### src/rtl/hsreq_pkg.sv
package hsreq_pkg;
   // register map (3-bit address)
   localparam int REG_AW = 3;
   localparam logic [REG_AW-1:0] A_CTRL  = 3'd0;
   localparam logic [REG_AW-1:0] A_BLEN  = 3'd1;
   localparam logic [REG_AW-1:0] A_BCNT  = 3'd2;
   localparam logic [REG_AW-1:0] A_PEND  = 3'd3;
   localparam logic [REG_AW-1:0] A_THR   = 3'd4;

   // control word bit positions
   localparam int CB_BLK_IE  = 0;
   localparam int CB_HOLD    = 1;
   localparam int CB_OVF_IE  = 2;
   localparam int CB_BLK_ST  = 8;
   localparam int CB_OVF_ST  = 9;

   // status vector indices
   localparam int ST_BLK = 0;
   localparam int ST_OVF = 1;
   localparam int N_ST   = 2;

   typedef struct packed {
      logic ovf_ie;
      logic hold;
      logic blk_ie;
   } ctl_en_t;
endpackage

### src/rtl/hsreq_edge_ctr.sv
module hsreq_edge_ctr #(
   parameter int EDGE_W      = 15,
   parameter int SYNC_STAGES = 0
) (
   input  logic              clk,
   input  logic              rst_n,
   input  logic              req_in,
   input  logic              xfer_done,
   output logic              rise,
   output logic [EDGE_W-1:0] cnt,
   output logic [EDGE_W-1:0] cnt_nxt
);
   localparam logic [EDGE_W-1:0] CNT_MAX = '1;
   localparam logic [EDGE_W-1:0] ONE     = EDGE_W'(1);

   if (EDGE_W < 2) begin : g_bad_w
      $error("hsreq_edge_ctr: EDGE_W must be at least 2");
   end
   if (SYNC_STAGES < 0 || SYNC_STAGES > 4) begin : g_bad_sync
      $error("hsreq_edge_ctr: SYNC_STAGES must be 0..4");
   end

   logic req_s;
   logic req_q;

   if (SYNC_STAGES == 0) begin : g_direct
      assign req_s = req_in;
   end else begin : g_sync
      logic [SYNC_STAGES-1:0] sh;
      always_ff @(posedge clk or negedge rst_n) begin
         if (!rst_n) sh <= '0;
         else        sh <= (sh << 1) | SYNC_STAGES'(req_in);
      end
      assign req_s = sh[SYNC_STAGES-1];
   end

   always_ff @(posedge clk or negedge rst_n) begin
      if (!rst_n) req_q <= 1'b0;
      else        req_q <= req_s;
   end

   assign rise = req_s & ~req_q;

   always_comb begin
      cnt_nxt = cnt;
      unique case ({rise, xfer_done})
         2'b10:   if (cnt != CNT_MAX) cnt_nxt = cnt + ONE;
         2'b01:   if (cnt != '0)      cnt_nxt = cnt - ONE;
         default: cnt_nxt = cnt;
      endcase
   end

   always_ff @(posedge clk or negedge rst_n) begin
      if (!rst_n) cnt <= '0;
      else        cnt <= cnt_nxt;
   end
endmodule

### src/rtl/hsreq_blk_ctr.sv
module hsreq_blk_ctr #(
   parameter int BLK_W = 16
) (
   input  logic             clk,
   input  logic             rst_n,
   input  logic             load,
   input  logic [BLK_W-1:0] load_val,
   input  logic             xfer_done,
   output logic [BLK_W-1:0] len,
   output logic [BLK_W-1:0] cnt,
   output logic             hit
);
   localparam logic [BLK_W-1:0] ONE = BLK_W'(1);

   if (BLK_W < 1) begin : g_bad_w
      $error("hsreq_blk_ctr: BLK_W must be positive");
   end

   assign hit = xfer_done & ~load & (cnt == ONE);

   always_ff @(posedge clk or negedge rst_n) begin
      if (!rst_n) begin
         len <= '0;
         cnt <= '0;
      end else if (load) begin
         len <= load_val;
         cnt <= load_val;
      end else if (xfer_done && cnt != '0) begin
         cnt <= (cnt == ONE) ? len : cnt - ONE;
      end
   end
endmodule

### src/rtl/hsreq_ctl_regs.sv
module hsreq_ctl_regs
   import hsreq_pkg::*;
#(
   parameter int EDGE_W = 15,
   parameter int THR_W  = 16
) (
   input  logic              clk,
   input  logic              rst_n,
   input  logic              ctl_we,
   input  logic [2:0]        en_wdata,
   input  logic [N_ST-1:0]   st_w1c,
   input  logic              thr_we,
   input  logic [THR_W-1:0]  thr_wdata,
   input  logic              blk_hit,
   input  logic              pend_nxt_zero,
   input  logic [EDGE_W-1:0] pend_cnt,
   output ctl_en_t           en,
   output logic [N_ST-1:0]   st,
   output logic [THR_W-1:0]  thr,
   output logic              irq
);
   localparam int CMP_W = (EDGE_W > THR_W) ? EDGE_W : THR_W;

   logic            blk_arm;
   logic            blk_rel;
   logic            blk_wait;
   logic            ovf_hit;
   logic [N_ST-1:0] st_set;
   logic [N_ST-1:0] en_vec;

   always_ff @(posedge clk or negedge rst_n) begin
      if (!rst_n)      en <= '0;
      else if (ctl_we) en <= ctl_en_t'(en_wdata);
   end

   always_ff @(posedge clk or negedge rst_n) begin
      if (!rst_n)      thr <= '1;
      else if (thr_we) thr <= thr_wdata;
   end

   // block-done: armed by the block end, released once hold permits
   assign blk_arm = blk_hit | blk_wait;
   assign blk_rel = blk_arm & (~en.hold | pend_nxt_zero);

   always_ff @(posedge clk or negedge rst_n) begin
      if (!rst_n) blk_wait <= 1'b0;
      else        blk_wait <= blk_arm & ~blk_rel;
   end

   assign ovf_hit = CMP_W'(pend_cnt) > CMP_W'(thr);

   assign st_set[ST_BLK] = blk_rel;
   assign st_set[ST_OVF] = ovf_hit;
   assign en_vec[ST_BLK] = en.blk_ie;
   assign en_vec[ST_OVF] = en.ovf_ie;

   for (genvar i = 0; i < N_ST; i++) begin : g_st
      always_ff @(posedge clk or negedge rst_n) begin
         if (!rst_n) st[i] <= 1'b0;
         else        st[i] <= (st[i] & ~(ctl_we & st_w1c[i])) | st_set[i];
      end
   end

   assign irq = |(st & en_vec);
endmodule

### src/rtl/hsreq_irq_unit.sv
module hsreq_irq_unit
   import hsreq_pkg::*;
#(
   parameter int DATA_W      = 16,
   parameter int EDGE_W      = 15,
   parameter int BLK_W       = 16,
   parameter int THR_W       = 16,
   parameter int SYNC_STAGES = 0
) (
   input  logic              clk,
   input  logic              rst_n,
   input  logic              req_in,
   input  logic              xfer_done,
   input  logic              reg_we,
   input  logic [REG_AW-1:0] reg_addr,
   input  logic [DATA_W-1:0] reg_wdata,
   output logic [DATA_W-1:0] reg_rdata,
   output logic              irq
);
   if (DATA_W < CB_OVF_ST + 1) begin : g_bad_data
      $error("hsreq_irq_unit: DATA_W too narrow for control word");
   end
   if (EDGE_W > DATA_W || BLK_W > DATA_W || THR_W > DATA_W) begin : g_bad_fit
      $error("hsreq_irq_unit: counter or threshold wider than data port");
   end

   logic              edge_rise;
   logic [EDGE_W-1:0] pend_cnt;
   logic [EDGE_W-1:0] pend_nxt;
   logic [BLK_W-1:0]  blk_len;
   logic [BLK_W-1:0]  blk_cnt;
   logic              blk_hit;
   ctl_en_t           en;
   logic [N_ST-1:0]   st;
   logic [THR_W-1:0]  thr;
   logic              we_ctrl;
   logic              we_blen;
   logic              we_thr;
   logic [N_ST-1:0]   w1c;

   assign we_ctrl = reg_we && (reg_addr == A_CTRL);
   assign we_blen = reg_we && (reg_addr == A_BLEN);
   assign we_thr  = reg_we && (reg_addr == A_THR);
   assign w1c[ST_BLK] = reg_wdata[CB_BLK_ST];
   assign w1c[ST_OVF] = reg_wdata[CB_OVF_ST];

   hsreq_edge_ctr #(.EDGE_W(EDGE_W), .SYNC_STAGES(SYNC_STAGES)) u_edge (
      .clk       (clk),
      .rst_n     (rst_n),
      .req_in    (req_in),
      .xfer_done (xfer_done),
      .rise      (edge_rise),
      .cnt       (pend_cnt),
      .cnt_nxt   (pend_nxt)
   );

   hsreq_blk_ctr #(.BLK_W(BLK_W)) u_blk (
      .clk       (clk),
      .rst_n     (rst_n),
      .load      (we_blen),
      .load_val  (reg_wdata[BLK_W-1:0]),
      .xfer_done (xfer_done),
      .len       (blk_len),
      .cnt       (blk_cnt),
      .hit       (blk_hit)
   );

   hsreq_ctl_regs #(.EDGE_W(EDGE_W), .THR_W(THR_W)) u_ctl (
      .clk           (clk),
      .rst_n         (rst_n),
      .ctl_we        (we_ctrl),
      .en_wdata      ({reg_wdata[CB_OVF_IE], reg_wdata[CB_HOLD], reg_wdata[CB_BLK_IE]}),
      .st_w1c        (w1c),
      .thr_we        (we_thr),
      .thr_wdata     (reg_wdata[THR_W-1:0]),
      .blk_hit       (blk_hit),
      .pend_nxt_zero (pend_nxt == '0),
      .pend_cnt      (pend_cnt),
      .en            (en),
      .st            (st),
      .thr           (thr),
      .irq           (irq)
   );

   always_comb begin
      reg_rdata = '0;
      case (reg_addr)
         A_CTRL: begin
            reg_rdata[CB_BLK_IE] = en.blk_ie;
            reg_rdata[CB_HOLD]   = en.hold;
            reg_rdata[CB_OVF_IE] = en.ovf_ie;
            reg_rdata[CB_BLK_ST] = st[ST_BLK];
            reg_rdata[CB_OVF_ST] = st[ST_OVF];
         end
         A_BLEN:  reg_rdata[BLK_W-1:0]  = blk_len;
         A_BCNT:  reg_rdata[BLK_W-1:0]  = blk_cnt;
         A_PEND:  reg_rdata[EDGE_W-1:0] = pend_cnt;
         A_THR:   reg_rdata[THR_W-1:0]  = thr;
         default: reg_rdata = '0;
      endcase
   end
endmodule

### config.mk
export PLATFORM = sky130hd
export DESIGN_NAME = hsreq_irq_unit
export DESIGN_NICKNAME = d
export VERILOG_FILES = /design/src/rtl/hsreq_pkg.sv /design/src/rtl/hsreq_edge_ctr.sv /design/src/rtl/hsreq_blk_ctr.sv /design/src/rtl/hsreq_ctl_regs.sv /design/src/rtl/hsreq_irq_unit.sv
export SDC_FILE = /design/constraint.sdc
export NUM_CORES = 1
export LEC_CHECK = 0
export ABC_AREA = 1
export BUFFER_PORTS_ARGS = -buffer_cell sky130_fd_sc_hd__buf_2
export CAP_MARGIN = 40
export CORE_ASPECT_RATIO = 1.75
export CORE_MARGIN = 3
export CORE_UTILIZATION = 50
export CTS_CLUSTER_SIZE = 24
export DETAILED_ROUTE_END_ITERATION = 10
export PLACE_DENSITY = 0.68
export SETUP_SLACK_MARGIN = 0.4
export SLEW_MARGIN = 40
export SYNTH_ARGS = -nofsm -noshare
export SYNTH_HDL_FRONTEND = slang
export SYNTH_SLANG_ARGS = --single-unit
export TNS_END_PERCENT = 10
### constraint.sdc
create_clock -name clk -period 5.3 [get_ports clk]
set_input_delay 0.53 -clock clk [delete_from_list [all_inputs] [get_ports clk]]
set_output_delay 0.53 -clock clk [all_outputs]
set_load 0.005 [all_outputs]
==> metrics.yaml, run 1 <==
route:
  wire_per_inst_microns: 17.3
  wl_microns: 15700
  postRouteAntennaNets: 0
  avgViaCountPerCell: 5.76
  drcViolationCount: 0
  num_vias: 5230
  first_pass_iters: 5
  drtIter0Drc: 291
power:
  p_leak_nw: 2.91
  p_switching_mw: 0.900
  seqPwrFrac_pct: 39.0
  p_total_mw: 2.17
  clkPwrFrac_pct: 24.7
  peakVddDrop_mv: 0.296
  power.density_nw_per_um2: 381
  p_int_mw: 1.27
  p_sw_share_pct: 41.4
  comb_power_share_pct: 36.3
critical_path:
  cp_slowest_cell: "nor2_1"
  worstReg2RegEnd: "u_ctl.st[0]$_DFF_PN0_"
  crit_cells: 9
  worstRegToRegCells: 18
  cp_top_family: "buffers and inverters"
  end_kind: "primary output"
  worstPathCellList: "buf_2 > nor2_1 > inv_1 > nor2_1 > inv_1 > o22ai_1 > a21oi_1 > o21ai_0 > buf_2"
  reg2reg_from: "u_edge.cnt[0]$_DFF_PN0_"
  ff2ff_setup_slack_ns: 2.49
  max_stage_delay_ns: 0.49
  critical_path_class: "in2out"
  critPathLaunch: "reg_addr[0]"
  cp_max_fo: 11
  crit_buf_inv: 4
  cp_data_required_time_ns: 4.77
  cp.arrival_ns: 2.31
  crit_path_start_kind: "input pin"
logic_synthesis:
  synth.avg_cell_area_sq_um: 7.01
  synth_seq_cells: 70
  synth_cell_types: 46
  synth-seq-area-share_pct: 33.4
  ys_warn_count: 0
  syn_area_sq_um: 5300
  synthCells: 756
  syn_nets: 802
final_layout:
  syn2layout_area_growth_pct: 7.74
  drive_above_1_share_pct: 14.2
  most-common-layout-cells: "nand2_1, inv_1, nor2_1, o21ai_0, dfrtp_1"
  seq_area_sq_um: 1770
  n_fill_cell: 1019
  multi_input_area_sq_um: 2920
  final_util_pct: 55.5
  fin_nets: 822
  antennaDiodeCount: 0
  final_common_cell: "nand2_1"
cts:
  cts_setup_buffers: 0
  cts_tree: "built"
  clkLatencyLatePin_ns: 0.33
  cts_hold_buf: 0
  cts-resized-gates: 0
  clockBufferDepth: 2
  cts_inserted_buffers: 9
  clockRootBuffer: "clkbuf_16"
  cts.sinks: 70
  htreeDepth: 3
  clk_pin_slew_ns: 0.05
global_route:
  gr-usage-met2_pct: 49.0
  antenna_found_initial: 0
  grt_first_pass_wirelength_microns: 25800
  grtUsageMet1_pct: 29.1
  grt-busiest-layer: "met2"
  grt.met3_usage_pct: 3.77
  grt_pass1_vias: 5338
  grt_use_total_pct: 27.2
  gr-total-overflow: 0
  grt_max_degree: 71
sta:
  hold_viol_final: 0
  final.setup.tns_ns: 0
  maxSlewViolCount: 0
  timing.fmax_mhz: 352
  fin_crit_sh_pct: 53.7
  relSlewSlack_pct: 56.4
  finClkSkew_ns: 0.00702
  setup_viol: 0
  tightest_slew_ns: 0.654
  rsz0062_at_grt: "no"
  fin_crit_ns: 2.84
placed_design:
  hpwl_microns: 12000
  gp_congestion: 0.963
  port_buffers: 40
die:
  die_x_microns: 83.8
  rows: 49
  io_pins: 41
  die_h_microns: 142
  die_area_sq_um: 11900
  start_util_pct: 51.5
  core_area_sq_um: 10300
status:
  status: "completed"
job:
  drv_cap: 0
hold_path:
  min_path_type: "in2async"
## cells by family (layout without fill, tap and decap cells)
family / Yosys count / after routing / share of synthesized area (%)
compound gates: 139 / 139 / 15.8
xor+xnor: 11 / 11 / 1.82
fa+ha+maj: 22 / 22 / 5.19
buf+inv: 137 / 162 / 11.7
flops: 70 / 70 / 33.4
simple gates: 377 / 377 / 32.0
## synth_stat cells, drive strengths merged
library cell | count | area [sq um]
o21bai | 1 | 7.51
ha | 22 | 275
o221ai | 6 | 52.6
a31oi | 4 | 25.0
inv | 104 | 393
buf | 19 | 155
o21ai | 64 | 320
nand4 | 25 | 175
nand2 | 220 | 868
o2111ai | 4 | 35.0
a22oi | 5 | 37.5
dfstp | 16 | 420
o22ai | 10 | 62.6
o31ai | 1 | 7.51
nand3 | 47 | 240
a221o | 2 | 20.0
dfrtp | 54 | 1350
xnor2 | 2 | 17.5
o211ai | 4 | 30.0
o311ai | 2 | 17.5
a21o | 1 | 7.51
nor3 | 6 | 30.0
xor2 | 9 | 78.8
clkbuf | 14 | 73.8
a211oi | 1 | 7.51
a21oi | 27 | 146
a221oi | 6 | 52.6
nor2 | 78 | 378
nor4 | 1 | 6.26
a22o | 1 | 8.76
## layout make-up
class	instances	area share [%]
Multi-Input combinational cell	549	51.0
Sequential cell	70	31.0
Inverter	104	6.88
Clock buffer	14	4.27
Timing Repair Buffer	42	3.83
Tap cell	127	2.78
Clock inverter	2	0.175
## power groups by stage
stage / Sequential [mW] / Clock [mW] / Combinational [mW]
final: 0.847 / 0.537 / 0.790
after global placement: 0.850 / 0 / 0.758
after global routing: 0.863 / 0.570 / 0.899
after detailed placement: 0.853 / 0 / 0.776
after CTS: 0.843 / 0.548 / 0.782
after floorplan: 0.753 / 0 / 0.661
## routing by layer
metal  vias up  part of all wire, %
met5         -                    0
met4         0                  5.9
met3        62                  4.0
met2       203                   53
met1      2439                   37
li1       2526                    -
## per-stage QoR
stage                     cells  hold WS, ns  area [sq um]  worst slack (ns)
after floorplan             756        0.234          5300              3.32
after global placement      892        0.481          5450              2.42
after detailed placement    892        0.485          5450              2.37
after CTS                   908        0.313          5710              2.37
after global routing        908        0.319          5710              2.22
final                       908        0.299          5710              2.46
## state kept, by name, indices dropped and copies added (netlist names)
signal          flops
u_ctl.thr          16
u_edge.cnt         15
u_ctl.blk_wait      1
u_ctl.en            3
u_blk.len          16
u_edge.req_q        1
u_blk.cnt          16
u_ctl.st            2
## worst max path at each step
stage                            end  slack [ns]
6_report                reg_rdata[4]        2.46
2_1_floorplan          reg_rdata[10]        3.32
4_1_cts                 reg_rdata[2]        2.37
5_1_grt        u_ctl.st[0]$_DFF_PN0_        2.22
3_3_place_gp            reg_rdata[2]        2.42
3_5_place_dp            reg_rdata[2]        2.37
No activity file was read; power rests on OpenSTA's default activity.
==> run 2: changes to the inputs <==
--- a/config.mk
+++ b/config.mk
@@ -5,7 +5,7 @@
 export SDC_FILE = /design/constraint.sdc
 export NUM_CORES = 1
 export LEC_CHECK = 0
-export ABC_AREA = 1
+export ABC_AREA = 0
 export BUFFER_PORTS_ARGS = -buffer_cell sky130_fd_sc_hd__buf_2
 export CAP_MARGIN = 40
 export CORE_ASPECT_RATIO = 1.75
==> constraint.sdc (replaced) <==
create_clock -name clk -period 2.8 [get_ports clk]
set_input_delay 0.28 -clock clk [delete_from_list [all_inputs] [get_ports clk]]
set_output_delay 0.28 -clock clk [all_outputs]
set_load 0.005 [all_outputs]
==> metrics.yaml, run 2 <==
cts:
  clk_pin_slew_ns: 0.06  # was 0.05 ns
  htreeDepth: 3  # unchanged
  cts_inserted_buffers: 9  # unchanged
  clockBufferDepth: 2  # unchanged
  clkLatencyLatePin_ns: 0.34  # was 0.33 ns
  cts.sinks: 70  # unchanged
  cts_tree: "built"  # unchanged
  clockRootBuffer: "clkbuf_16"  # unchanged
logic_synthesis:
  synth_cell_types: 81  # was 46
  synthTopCellsByArea: "dfrtp_1, dfstp_2, nand2_1, o21ai_0, ha_1"  # was dfrtp_1, nand2_1, dfstp_2, inv_1, o21ai_0
  synth-main-ff-cell: "dfrtp_1"  # unchanged
  syn_area_sq_um: 5280  # was 5300 sq um
  synth_seq_cells: 70  # unchanged
  syn_nets: 668  # was 802
  synth_edf_count: 0  # unchanged
  synth_common_cells: "nand2_1, o21ai_0, dfrtp_1"  # was nand2_1, inv_1, nor2_1
  synth_top_area_share_pct: 25.6  # was 25.5%
  synth.avg_cell_area_sq_um: 8.49  # was 7.01 sq um
  ys_warn_count: 0  # unchanged
  synth.most_common_cell: "nand2_1"  # unchanged
  synthCells: 622  # was 756
  yosys.area.top_type: "dfrtp_1"  # unchanged
  synth-seq-area-share_pct: 33.5  # was 33.4%
  synthArstFlopShare_pct: 100  # unchanged
route:
  wire_per_inst_microns: 22.0  # was 17.3 microns
  drtIter0Drc: 260  # was 291
  postRouteAntennaNets: 0  # unchanged
  wl_microns: 18300  # was 15700 microns
  num_vias: 5165  # was 5230
  drcViolationCount: 0  # unchanged
  first_pass_iters: 5  # unchanged
  avgViaCountPerCell: 6.23  # was 5.76
critical_path:
  reg2reg_from: "u_edge.cnt[8]$_DFF_PN0_"  # was u_edge.cnt[0]$_DFF_PN0_
  cp_data_required_time_ns: 3.02  # was 4.77 ns
  worstRegToRegCells: 9  # was 18
  end_kind: "flop"  # was primary output
  cp_max_fo: 10  # was 11
  ff2ff_setup_slack_ns: 0.17  # was 2.49 ns
  worstReg2RegEnd: "u_ctl.blk_wait$_DFF_PN0_"  # was u_ctl.st[0]$_DFF_PN0_
  critical_path_class: "reg2reg"  # was in2out
  cp.arrival_ns: 2.85  # was 2.31 ns
  crit_path_start_kind: "flop"  # was input pin
sta:
  setup_viol: 0  # unchanged
  maxSlewViolCount: 0  # unchanged
  fin_crit_sh_pct: 93.9
  whs_ns: -0.0111  # was 0.299 ns
  fin_ws_ns: 0.171  # was 2.46 ns
  tightest_slew_ns: 0.849  # was 0.654 ns
  fin_crit_ns: 2.63
  relSlewSlack_pct: 42.9  # was 56.4%
  finClkSkew_ns: 0.00907  # was 0.00702 ns
  timing.fmax_mhz: 380
  rsz0062_at_grt: "yes"  # was no
  hold_viol_final: 22  # was 0
  final.setup.tns_ns: 0  # unchanged
power:
  p_leak_nw: 2.79  # was 2.91 nW
  power.density_nw_per_um2: 970  # was 381 nW/um^2
  p_total_mw: 6.10  # was 2.17 mW
  peakVddDrop_mv: 0.597  # was 0.296 mV
final_layout:
  syn2layout_area_growth_pct: 19.1  # was 7.74%
  antennaDiodeCount: 0  # unchanged
  final_area_sq_um: 6290  # was 5710 sq um
  most-common-layout-cells: "nand2_1, o21ai_0, buf_4, dfrtp_1, nor2_1"  # was nand2_1, inv_1, nor2_1, o21ai_0, dfrtp_1
  fin_nets: 743  # was 822
  top_regs: "u_blk.cnt x16, u_blk.len x16, u_ctl.thr x16"  # unchanged
  drive_above_1_share_pct: 30.2  # was 14.2%
  final_common_cell: "nand2_1"  # unchanged
placed_design:
  hpwl_microns: 13700  # was 12000 microns
  pre_cts_slack_ns: -0.0401  # was 2.37 ns
  port_buffers: 40  # unchanged
  gp_congestion: 0.995  # was 0.963
  placed_cell_area_sq_um: 5700  # was 5450 sq um
die:
  start_util_pct: 51.3  # was 51.5%
  die_h_microns: 142  # about the same
  core_area_sq_um: 10300  # unchanged
  io_pins: 41  # unchanged
  rows: 49  # unchanged
  die_area_sq_um: 11900  # about the same
  die_x_microns: 83.7  # was 83.8 microns
status:
  violations: "hold timing"
  status: "finished, violations left"  # was completed
global_route:
  gr-total-overflow: 0  # unchanged
  grt_pass1_vias: 5451  # was 5338
  grt_first_pass_wirelength_microns: 28700  # was 25800 microns
  grt_max_degree: 42  # was 71
  grt_use_total_pct: 31.6  # was 27.2%
  antenna_found_initial: 0  # unchanged
job:
  drv_cap: 0  # unchanged
hold_path:
  min_path_type: "in2async"  # unchanged
## run 2: cell types whose count changed in the layout (fill, tap and decap cells not counted), sizes merged, moves of 9 or more
| cell | previous run | this run |
|---|---|---|
| mux2 | 0 | 15 |
| nor2 | 78 | 42 |
| nor3 | 6 | 18 |
| a31oi | 4 | 13 |
| a22oi | 5 | 15 |
| nand4 | 25 | 8 |
| nand3 | 47 | 14 |
| buf | 42 | 105 |
| nor4 | 1 | 14 |
| inv | 104 | 33 |
| mux2i | 0 | 13 |
| nand2 | 220 | 95 |
## run 2: layer usage
layer	global-route usage (%)	part of all wire (%)	up-vias
met5	0	0	-
met4	26.8	9.5	0
met3	3.65	4.0	94
met2	56.5	53	198
met1	32.4	34	2454
li1	-	-	2419
## run 2: how the worst max path moves through the flow
stage,endpoint,start,slack [ns]
5_1_grt,u_ctl.blk_wait$_DFF_PN0_,u_edge.cnt[0]$_DFF_PN0_,0.08
3_3_place_gp,u_ctl.blk_wait$_DFF_PN0_,u_edge.cnt[0]$_DFF_PN0_,-0.06
4_1_cts,u_ctl.blk_wait$_DFF_PN0_,u_edge.cnt[0]$_DFF_PN0_,0.22
6_report,u_ctl.blk_wait$_DFF_PN0_,u_edge.cnt[8]$_DFF_PN0_,0.17
3_5_place_dp,u_ctl.blk_wait$_DFF_PN0_,u_edge.cnt[0]$_DFF_PN0_,-0.04
2_1_floorplan,u_ctl.blk_wait$_DFF_PN0_,u_edge.cnt[0]$_DFF_PN0_,0.41
## run 2: final cells by class
type	count	area [sq um]
fillers	933	4010
multi-input cells	477	3170
flip-flops and latches	70	1790
repair buffers	105	704
clock buffers	11	253
well taps	127	159
inverters	34	133
clock inverters	5	81.3
## run 2: worst max-delay path: stages, from the launching register on
cell,delay [ns]
dfrtp_2,0.49
nor4_4,0.38
buf_4,0.18
nand3_2,0.12
or2_4,0.31
a311oi_1,0.28
nor2_1,0.11
nor3_2,0.26
nand2_1,0.13
o211a_1,0.24
## run 2: timing repair
action,4_1_cts,5_1_grt
pin swaps,18,4
endpoints found under the hold margin,0,0
buffers inserted,19,1
endpoints found under the setup margin,5,18
resized for setup,27,3
cloned,0,0
hold buffers,0,0
## run 2: cells by family (layout without fill, tap and decap cells)
logic type	count (synthesis)	count (layout)	share of synthesized area (%)
AO/OA/AOI/OAI	182	182	21.6
multiplexers	29	29	6.09
buffers and inverters	75	155	8.62
flip-flops	70	70	33.5
AND/OR/NAND/NOR	240	240	24.3
XOR/XNOR	4	4	0.663
adder cells (fa/ha/maj)	22	22	5.21
## run 2: report_power, final
| part | switching [mW] | internal, mW |
|---|---|---|
| registers | 0.494 | 1.35 |
| logic | 1.57 | 1.41 |
| clock network | 0.453 | 0.828 |
| total | 2.52 | 3.58 |
## run 2: stage by stage
stage	std cells	util, %
after global routing	829	61.1
after global placement	793	55.4
final	829	61.1
after CTS	828	60.9
after floorplan	622	-
after detailed placement	793	55.4
==> run 3: changes to the inputs <==
--- a/config.mk
+++ b/config.mk
@@ -11,6 +11,8 @@
 export CORE_ASPECT_RATIO = 1.75
 export CORE_MARGIN = 3
 export CORE_UTILIZATION = 50
+export CTS_BUF_LIST = sky130_fd_sc_hd__clkbuf_16
+export CTS_CLUSTER_DIAMETER = 80
 export CTS_CLUSTER_SIZE = 24
 export DETAILED_ROUTE_END_ITERATION = 10
 export PLACE_DENSITY = 0.68
==> metrics.yaml, run 3 (synthesis results as in run 2) <==
status:
  status: "finished, violations left"  # unchanged
  violations: "hold timing"  # unchanged
global_route:
  gr-total-overflow: 0  # unchanged
  grtUsageMet1_pct: 32.6  # was 32.4%
  antenna_found_initial: 0  # unchanged
  grt.met3_usage_pct: 3.82  # was 3.65%
  grt_use_total_pct: 31.6  # about the same
  grt_first_pass_wirelength_microns: 28900  # was 28700 microns
  grt-busiest-layer: "met2"  # unchanged
  gr-usage-met2_pct: 56.7  # was 56.5%
  grt_pass1_vias: 5489  # was 5451
  grt_max_degree: 42  # unchanged
route:
  num_vias: 5226  # was 5165
  wire_per_inst_microns: 22.2  # was 22.0 microns
  first_pass_iters: 6  # was 5
  avgViaCountPerCell: 6.30  # was 6.23
  drtIter0Drc: 240  # was 260
  drcViolationCount: 0  # unchanged
  postRouteAntennaNets: 0  # unchanged
  wl_microns: 18400  # was 18300 microns
cts:
  cts_tree: "built"  # unchanged
  cts.sinks: 70  # unchanged
  clockRootBuffer: "clkbuf_16"  # unchanged
  htreeDepth: 3  # unchanged
  clk_pin_slew_ns: 0.06  # about the same
  cts_inserted_buffers: 9  # unchanged
  cts_hold_buf: 0  # unchanged
  clkLatencyLatePin_ns: 0.34  # about the same
  clockBufferDepth: 2  # unchanged
sta:
  rsz0062_at_grt: "yes"  # unchanged
  maxSlewViolCount: 0  # unchanged
  setup_viol: 0  # unchanged
  relSlewSlack_pct: 41.4  # was 42.9%
  hold_viol_final: 19  # was 22
  finClkSkew_ns: 0.00933  # was 0.00907 ns
  fin_crit_sh_pct: 93.2  # was 93.9%
  whs_ns: -0.00797  # was -0.0111 ns
  fin_crit_ns: 2.61  # was 2.63 ns
  timing.fmax_mhz: 383  # was 380 MHz
  tightest_slew_ns: 0.872  # was 0.849 ns
critical_path:
  cp_slowest_cell: "dfrtp_2"  # unchanged
  end_kind: "flop"  # unchanged
  max_stage_delay_ns: 0.49  # about the same
  critical_path_class: "reg2reg"  # unchanged
  cp_data_required_time_ns: 3.02  # about the same
  worstPathCellList: "nor4_4 > buf_4 > nand3_2 > or2_4 > a311oi_1 > nor2_1 > nor3_2 > nand2_1 > o211a_1"  # unchanged
  crit_buf_inv: 1  # unchanged
  cp.arrival_ns: 2.83  # was 2.85 ns
  cp_top_family: "simple AND/OR/NAND/NOR gates"  # unchanged
  crit_path_start_kind: "flop"  # unchanged
  cp_max_fo: 10  # unchanged
power:
  p_leak_nw: 2.79  # about the same
  peakVddDrop_mv: 0.600  # was 0.597 mV
  p_total_mw: 6.05  # was 6.10 mW
  power.density_nw_per_um2: 964  # was 970 nW/um^2
final_layout:
  antennaDiodeCount: 0  # unchanged
  top_regs: "u_blk.cnt x16, u_blk.len x16, u_ctl.thr x16"  # unchanged
  syn2layout_area_growth_pct: 18.9  # was 19.1%
  drive_above_1_share_pct: 30.0  # was 30.2%
  final_common_cell: "nand2_1"  # unchanged
  fin_nets: 744  # was 743
  n_fill_cell: 942  # was 933
  most-common-layout-cells: "nand2_1, o21ai_0, buf_4, dfrtp_1, nor2_1"  # unchanged
  final_util_pct: 60.9  # was 61.1%
die:
  rows: 49  # unchanged
  core_area_sq_um: 10300  # unchanged
  io_pins: 41  # unchanged
  die_area_sq_um: 11900  # unchanged
  start_util_pct: 51.3  # unchanged
  die_h_microns: 142  # unchanged
  die_x_microns: 83.7  # unchanged
placed_design:
  hpwl_microns: 13700  # unchanged
  gp_congestion: 0.995  # unchanged
  port_buffers: 40  # unchanged
job:
  drv_cap: 0  # unchanged
hold_path:
  min_path_type: "in2async"  # unchanged
-- run 3: layout make-up --
cell class	instances	area, sq um	share of cell area [%]
clock inverter	7	88.8	1.42
clock buffer	9	225	3.59
tap	127	159	2.53
inverter	34	133	2.11
sequential	70	1790	28.5
multi-input combinational	477	3170	50.5
timing repair buffer	106	712	11.3
-- run 3: path summary, 6_finish.rpt --
check | from | end | slack, ns | cells after the start
worst max-delay path | u_edge.cnt[8]$_DFF_PN0_ | u_ctl.blk_wait$_DFF_PN0_ | 0.19 | 9
worst min-delay path | rst_n | u_blk.len[15]$_DFFE_PN0P_ | -0.008 | 1
worst max register to register | u_edge.cnt[8]$_DFF_PN0_ | u_ctl.blk_wait$_DFF_PN0_ | 0.19 | 9
worst min register to register | u_blk.len[14]$_DFFE_PN0P_ | u_blk.len[14]$_DFFE_PN0P_ | 0.51 | 2
max in group asynchronous | rst_n | u_ctl.thr[9]$_DFFE_PN1P_ | 2.07 | 2
min in group clk | req_in | u_edge.req_q$_DFF_PN0_ | 0.06 | 1
-- run 3: routing by layer --
layer,vias to the layer above,wire (microns)
met3,99,759
met2,220,9710
met4,0,1650
met5,-,0
li1,2416,-
met1,2491,6290
-- run 3: power by group --
part	internal, mW	switching [mW]	leakage, nW
Clock	0.773	0.445	0.150
Combinational	1.41	1.58	1.80
Sequential	1.35	0.491	0.835
Total	3.53	2.52	2.79
-- run 3: what timing repair did --
action	in CTS	in global routing
pin swaps	18	4
endpoints found under the setup margin	5	18
gates resized for setup	27	3
setup buffers	20	1
-- run 3: metrics by stage --
step	area [sq um]	hold slack, ns	cells	setup WS, ns	TNS (ns)
floorplan	5330	-0.0156	622	0.406	0
global placement	5700	0.355	793	-0.0602	-0.0602
detailed placement	5700	0.369	793	-0.0401	-0.0401
CTS	6260	0.0113	829	0.225	0
global route	6280	0.0285	830	0.0793	0
finish	6280	-0.00797	830	0.192	0
-- run 3: worst reg2reg max path, delay by kind of cell (launching register included) --
family                 cells  cell delay [ns]
AO/OA/AOI/OAI              2             0.52
buffers and inverters      1             0.18
AND/OR/NAND/NOR            6             1.31
flip-flops                 1             0.49
